## src/rtl/ser9_tx_pkg.sv

```systemverilog
// Package: shared constants and frame construction for the nine-bit transmitter.
// Assumes frames carry one start bit, one stop bit and eight or nine data bits.
package ser9_tx_pkg;

    localparam int DATA_BITS  = 8;
    localparam int FRAME_BITS = DATA_BITS + 3;   // start + data + ninth + stop
    localparam int CNT_W      = $clog2(FRAME_BITS + 1);

    typedef logic [FRAME_BITS-1:0] frame_t;

    // Build the pre-inversion frame, LSB transmitted first.
    function automatic frame_t build_frame(input logic [DATA_BITS-1:0] d,
                                           input logic nine,
                                           input logic b9);
        frame_t f;
        f = '1;
        f[0] = 1'b0;
        f[DATA_BITS:1] = d;
        f[DATA_BITS+1] = nine ? b9 : 1'b1;
        return f;
    endfunction

endpackage

```

## src/rtl/ser9_ctrl_reg.sv

```systemverilog
// Control register: holds the pending mode, ninth bit, polarity and divisor.
// Polarity and divisor are copied to their active copies only while idle,
// so writes during a frame never re-time or re-phase the line.
module ser9_ctrl_reg #(
    parameter int DIV_W   = 8,
    parameter int DEF_DIV = 3
) (
    input  logic             clk,
    input  logic             rst_n,
    input  logic             ctrl_we,
    input  logic             ctrl_nine,
    input  logic             ctrl_bit9,
    input  logic             ctrl_invert,
    input  logic [DIV_W-1:0] ctrl_div,
    input  logic             busy,
    output logic             nine_q,
    output logic             bit9_q,
    output logic             inv_act,
    output logic [DIV_W-1:0] div_act,
    output logic             inv_use,
    output logic [DIV_W-1:0] div_use
);

    logic             inv_pend;
    logic [DIV_W-1:0] div_pend;

    // Select active settings: frozen while busy, follow pending while idle.
    always_comb begin
        inv_use = busy ? inv_act : inv_pend;
        div_use = busy ? div_act : div_pend;
    end

    // Capture control writes and track the active copies.
    always_ff @(posedge clk) begin
        if (!rst_n) begin
            nine_q   <= 1'b0;
            bit9_q   <= 1'b0;
            inv_pend <= 1'b0;
            div_pend <= DIV_W'(DEF_DIV);
            inv_act  <= 1'b0;
            div_act  <= DIV_W'(DEF_DIV);
        end else begin
            if (ctrl_we) begin
                nine_q   <= ctrl_nine;
                bit9_q   <= ctrl_bit9;
                inv_pend <= ctrl_invert;
                div_pend <= ctrl_div;
            end
            inv_act <= inv_use;
            div_act <= div_use;
        end
    end

endmodule

```

## src/rtl/ser9_baud_gen.sv

```systemverilog
// Bit-period divider: emits one tick every (reload+1) clocks while running.
// Restart realigns the phase to the start of a new frame; nothing else does.
module ser9_baud_gen #(
    parameter int DIV_W = 8
) (
    input  logic             clk,
    input  logic             rst_n,
    input  logic             restart,
    input  logic             run,
    input  logic [DIV_W-1:0] reload,
    output logic             tick
);

    logic [DIV_W-1:0] cnt;

    // Tick on the last clock of each bit period.
    always_comb tick = run && (cnt == '0);

    // Count down, reload at the period end or at frame start.
    always_ff @(posedge clk) begin
        if (!rst_n) begin
            cnt <= '0;
        end else if (restart) begin
            cnt <= reload;
        end else if (run) begin
            cnt <= (cnt == '0) ? reload : cnt - 1'b1;
        end
    end

endmodule

```

## src/rtl/ser9_hold_reg.sv

```systemverilog
// One-entry holding register with a full flag and a sticky overrun flag.
// Assumes the shifter takes the entry only while it is full.
module ser9_hold_reg #(
    parameter int DW = 8
) (
    input  logic          clk,
    input  logic          rst_n,
    input  logic          data_we,
    input  logic [DW-1:0] data_in,
    input  logic          take,
    input  logic          ctrl_we,
    output logic [DW-1:0] data_q,
    output logic          full,
    output logic          overrun
);

    logic accept;
    logic reject;

    // Classify a write as accepted or discarded.
    always_comb begin
        accept = data_we && !full;
        reject = data_we && full;
    end

    // Hold the staged byte and its occupancy.
    always_ff @(posedge clk) begin
        if (!rst_n) begin
            full   <= 1'b0;
            data_q <= '0;
        end else if (take) begin
            full <= 1'b0;
        end else if (accept) begin
            full   <= 1'b1;
            data_q <= data_in;
        end
    end

    // Sticky overrun: a discard sets it, a control write clears it.
    always_ff @(posedge clk) begin
        if (!rst_n) begin
            overrun <= 1'b0;
        end else if (reject) begin
            overrun <= 1'b1;
        end else if (ctrl_we) begin
            overrun <= 1'b0;
        end
    end

endmodule

```

## src/rtl/ser9_shifter.sv

```systemverilog
// Frame shifter: loads a frame from the holding register, shifts one bit
// per tick, and chains into the next frame with no gap if one is waiting.
// Assumes tick is asserted only while busy.
module ser9_shifter
    import ser9_tx_pkg::*;
(
    input  logic                 clk,
    input  logic                 rst_n,
    input  logic                 full,
    input  logic [DATA_BITS-1:0] hold_data,
    input  logic                 nine,
    input  logic                 bit9,
    input  logic                 tick,
    output logic                 take,
    output logic                 busy,
    output logic                 line
);

    frame_t           sr;
    logic [CNT_W-1:0] left;
    logic             last;

    // Decide when a staged byte moves into the shifter.
    always_comb begin
        last = (left == CNT_W'(1));
        take = full && (!busy || (tick && last));
        line = busy ? sr[0] : 1'b1;
    end

    // Load, shift and retire frames.
    always_ff @(posedge clk) begin
        if (!rst_n) begin
            busy <= 1'b0;
            sr   <= '1;
            left <= '0;
        end else if (take) begin
            busy <= 1'b1;
            sr   <= build_frame(hold_data, nine, bit9);
            left <= nine ? CNT_W'(FRAME_BITS) : CNT_W'(FRAME_BITS - 1);
        end else if (busy && tick) begin
            if (last) begin
                busy <= 1'b0;
            end else begin
                sr   <= {1'b1, sr[FRAME_BITS-1:1]};
                left <= left - 1'b1;
            end
        end
    end

endmodule

```

## src/rtl/ser9_tx.sv

```systemverilog
// Top: double-buffered asynchronous transmitter with 8/9-bit frames,
// per-frame ninth-bit capture, idle-only divisor/polarity updates and a
// polarity-invert option. Synchronous active-low reset.
module ser9_tx
    import ser9_tx_pkg::*;
#(
    parameter int DIV_W   = 8,
    parameter int DEF_DIV = 3
) (
    input  logic                 clk,
    input  logic                 rst_n,
    input  logic                 data_we,
    input  logic [DATA_BITS-1:0] data_in,
    input  logic                 ctrl_we,
    input  logic                 ctrl_nine,
    input  logic                 ctrl_bit9,
    input  logic                 ctrl_invert,
    input  logic [DIV_W-1:0]     ctrl_div,
    output logic                 tx_out,
    output logic                 hold_empty,
    output logic                 shift_empty,
    output logic                 overrun
);

    logic                 nine_q;
    logic                 bit9_q;
    logic                 inv_act;
    logic [DIV_W-1:0]     div_act;
    logic                 inv_use;
    logic [DIV_W-1:0]     div_use;
    logic                 busy;
    logic                 take;
    logic                 tick;
    logic                 full;
    logic                 line;
    logic [DATA_BITS-1:0] hold_data;

    ser9_ctrl_reg #(.DIV_W(DIV_W), .DEF_DIV(DEF_DIV)) u_ctrl (
        .clk(clk), .rst_n(rst_n), .ctrl_we(ctrl_we),
        .ctrl_nine(ctrl_nine), .ctrl_bit9(ctrl_bit9),
        .ctrl_invert(ctrl_invert), .ctrl_div(ctrl_div), .busy(busy),
        .nine_q(nine_q), .bit9_q(bit9_q), .inv_act(inv_act),
        .div_act(div_act), .inv_use(inv_use), .div_use(div_use)
    );

    ser9_baud_gen #(.DIV_W(DIV_W)) u_baud (
        .clk(clk), .rst_n(rst_n), .restart(take), .run(busy),
        .reload(div_use), .tick(tick)
    );

    ser9_hold_reg #(.DW(DATA_BITS)) u_hold (
        .clk(clk), .rst_n(rst_n), .data_we(data_we), .data_in(data_in),
        .take(take), .ctrl_we(ctrl_we), .data_q(hold_data),
        .full(full), .overrun(overrun)
    );

    ser9_shifter u_shift (
        .clk(clk), .rst_n(rst_n), .full(full), .hold_data(hold_data),
        .nine(nine_q), .bit9(bit9_q), .tick(tick), .take(take),
        .busy(busy), .line(line)
    );

    // Drive the line and status flags.
    always_comb begin
        tx_out      = line ^ inv_use;
        hold_empty  = !full;
        shift_empty = !busy;
    end

endmodule

```

## config.mk

```make
export PLATFORM = sky130hd
export DESIGN_NAME = ser9_tx
export DESIGN_NICKNAME = d
export VERILOG_FILES = /design/src/rtl/ser9_tx_pkg.sv /design/src/rtl/ser9_ctrl_reg.sv /design/src/rtl/ser9_baud_gen.sv /design/src/rtl/ser9_hold_reg.sv /design/src/rtl/ser9_shifter.sv /design/src/rtl/ser9_tx.sv
export SDC_FILE = /design/constraint.sdc
export NUM_CORES = 1
export LEC_CHECK = 0
export CAP_MARGIN = 20
export CELL_PAD_IN_SITES_DETAIL_PLACEMENT = 1
export CELL_PAD_IN_SITES_GLOBAL_PLACEMENT = 2
export CORE_MARGIN = 3
export CORE_UTILIZATION = 37
export CTS_CLUSTER_DIAMETER = 100
export DETAILED_ROUTE_END_ITERATION = 16
export PLACE_DENSITY_LB_ADDON = 0.1
export SLEW_MARGIN = 40
export SYNTH_ARGS = -nofsm -noshare
export SYNTH_HDL_FRONTEND = slang
export SYNTH_SLANG_ARGS = --single-unit
```

## constraint.sdc

```tcl
create_clock -name clk -period 3.7 [get_ports clk]
set_input_delay 0.74 -clock clk [delete_from_list [all_inputs] [get_ports clk]]
set_output_delay 0.74 -clock clk [all_outputs]
set_load 0.01 [all_outputs]
```

==> results.toml <==
[synthesis]
syn_inst = 283
synthesis.area_um2 = 2580
netlist-cell-type-count = 50
ys_seq_elements = 53
yosys.area.top_type = "dfxtp_1"
synth_top_area_share_pct = 41.1
ys_seq_area_share_pct = 41.1
synth_area_leaders = "dfxtp_1, mux2i_1, nor2_1"
synth_edf_count = 0
async_reset_ff_share_pct = 0
ys.flop_type = "dfxtp_1"
syn_nets = 309
syn_area_per_cell_um2 = 9.13
yosysWarnings = 0

[clock_tree]
root_buffer = "clkbuf_8"
clock_latency_ps = 310
cts_buffers = 5
post_cts_buffers = 0
cts_tree = "yes"
cts_hold_buf = 0
post_cts_resized = 0
clock_path_buffers = 2
htree_levels = 2
clkTransAtPathRegs_ps = 100
clock-sinks = 53

[setup_path]
max_stage_delay_ps = 570
cp.arrival_ps = 1720
start_kind = "register"
path_delay_family = "buffers and inverters"
cp_max_fo = 8
endpoint_kind = "output pin"
critPathKind = "register to output pin"
path_cells = "clkinv_1 -> clkdlybuf4s50_1"
required_ps = 2960
critPathBufInv = 2
timing.critical_path.slowest_stage_cell = "clkdlybuf4s50_1"

[floorplan]
die_height_um = 89.5
row_count = 29
core-area_um2 = 6570
io-pin-count = 27
dieArea_um2 = 8020
initial_utilization_pct = 39.3
die_x_um = 89.5

[routing]
drc = 0
ant_nets = 0
first_pass_iters = 4
routedWlPerCell_um = 17.7
finalWirelength_mm = 7.05
vias = 2222
first_iter_violations = 71
vias_per_cell = 5.58

[cells_and_area]
fillers = 775
drive_gt1_share_pct = 11.1
final_nets = 330
area_growth_syn_to_layout_pct = 16.9
antenna_cells = 0

[grt]
grt.busiest_layer = "met2"
grt_pass1_vias = 2294
grt_util_met1_pct = 27.6
grt_use_met3_pct = 2.76
antenna_found_initial = 0
grt_usage_pct = 19.3
gr-usage-met2_pct = 30.7
grt_max_degree = 36
grt_pass1_wl_mm = 11.9
grt-ovfl-total = 0

[sta]
setup_viol = 0
finalCriticalPeriod_ps = 2460
setup_tns_ps = 0
slew-limit-headroom_pct = 47.9
fmax_mhz = 406
report.final.slew_viol_count = 0
rsz0062_at_grt = "false"
layout_worst_path_cycle_share_pct = 66.5
worst_slew_pin_slew_ps = 778
clock-skew-final_ps = 5.37
whs_ps = 482
hold_viol = 0

[outcome]
status = "finished clean"

[power]
p_per_area_nw_per_um2 = 489
ir_drop_uv = 173
leakage_nw = 1.09

[worst_hold_path]
hold_path.class = "register to register"

[flow_run]
drv_cap = 0

[placement]
gp_congestion = 0.773
dp_hpwl_mm = 4.86
io_buffers = 26
-- layer usage --
| layer | share of wire, % | up-vias |
|---|---|---|
| met3 | 2.7 | 6 |
| met2 | 45 | 34 |
| met1 | 51 | 1092 |
| li1 | - | 1090 |
| met4 | 0.89 | 0 |
| met5 | 0 | - |
-- cell type report --
type / count / area [µm²] / share of cell area [%]
clock buffers: 5 / 68.8 / 2.28
inverters: 9 / 33.8 / 1.12
multi-input cells: 202 / 1410 / 46.7
repair buffers: 33 / 313 / 10.4
well taps: 93 / 116 / 3.85
flip-flops and latches: 53 / 1060 / 35.1
clock inverters: 3 / 17.5 / 0.580
-- kinds of logic after synthesis --
group	after synthesis	share of synthesized area, %
buffers and inverters	28	4.46
multiplexers	38	15.2
AO/OA/AOI/OAI	73	19.1
flip-flops	53	41.1
AND/OR/NAND/NOR	86	18.1
XOR/XNOR	2	0.678
adder cells (fa/ha/maj)	3	1.45
-- Yosys cell counts (all sizes together), types with 2 or more instances --
| master | count |
|---|---|
| a211oi | 4 |
| a21oi | 12 |
| a31oi | 6 |
| buf | 8 |
| clkbuf | 11 |
| clkinv | 2 |
| dfxtp | 53 |
| ha | 3 |
| inv | 7 |
| mux2 | 9 |
| mux2i | 29 |
| nand2 | 13 |
| nand2b | 3 |
| nand3 | 5 |
| nor2 | 31 |
| nor2b | 3 |
| nor3 | 7 |
| nor3b | 2 |
| nor4 | 10 |
| o211ai | 3 |
| o21a | 5 |
| o21ai | 18 |
| o221a | 8 |
| o22ai | 9 |
| or3b | 2 |
| or4 | 4 |
-- where the power goes --
part | switching [mW] | internal, mW
Sequential | 0.0688 | 0.629
Combinational | 0.247 | 0.201
Clock | 0.198 | 0.131
-- sequential cells by signal, indices dropped and copies added, names as in the netlist, 4 cells and up --
name             cells
u_hold.data_q        8
u_shift.left         4
u_ctrl.div_pend      8
u_baud.cnt           8
u_shift.sr          10
u_ctrl.div_act       8
-- path summary, 6_finish.rpt --
path,to,startpoint,slack [ps],cells past startpoint
worst max-delay path,shift_empty,u_shift.busy,1240,2
worst min-delay path,u_ctrl.div_act[1],u_ctrl.div_act[1],480,2
worst max register to register,u_shift.sr[5],u_baud.cnt[0],1410,6
worst min register to register,u_ctrl.div_act[1],u_ctrl.div_act[1],480,2
-- stage by stage --
| stage | setup slack [ps] | power [mW] | instances | area, µm² | utilization (%) |
|---|---|---|---|---|---|
| 2_1_floorplan | 1700 | 1.01 | 283 | 2580 | - |
| 3_3_place_gp | 1170 | 1.15 | 390 | 2930 | 44.6 |
| 3_5_place_dp | 1140 | 1.16 | 390 | 2930 | 44.7 |
| 4_1_cts | 1230 | 1.50 | 398 | 3020 | 46.0 |
| 5_1_grt | 1170 | 1.58 | 398 | 3020 | 46.0 |
| 6_report | 1240 | 1.48 | 398 | 3020 | 46.0 |
-- cell usage in the layout, fill, tap and decap left out, types with 2 or more instances in the layout --
cell type        count
nor4_1               9
clkbuf_8             5
or3b_2               2
or4_1                2
o211ai_1             3
clkinv_1             2
dfxtp_1             53
a31oi_1              6
nor2_1              31
inv_1                7
ha_1                 3
mux2_2               9
clkinv_2             2
nand3_1              5
a21oi_1             12
nor2b_1              2
nand2_1             12
a211oi_1             4
buf_4                7
o21a_1               5
clkdlybuf4s50_1     26
nor3_1               7
o221a_1              8
o21ai_0             17
mux2i_1             29
o22ai_1              9
nand2b_1             3
-- worst min-delay path: stages (launching register included) --
cell and delay (ps):
dfxtp_1 320, mux2i_1 80, nand2_1 60
No activity file was read; power rests on OpenSTA's default activity.
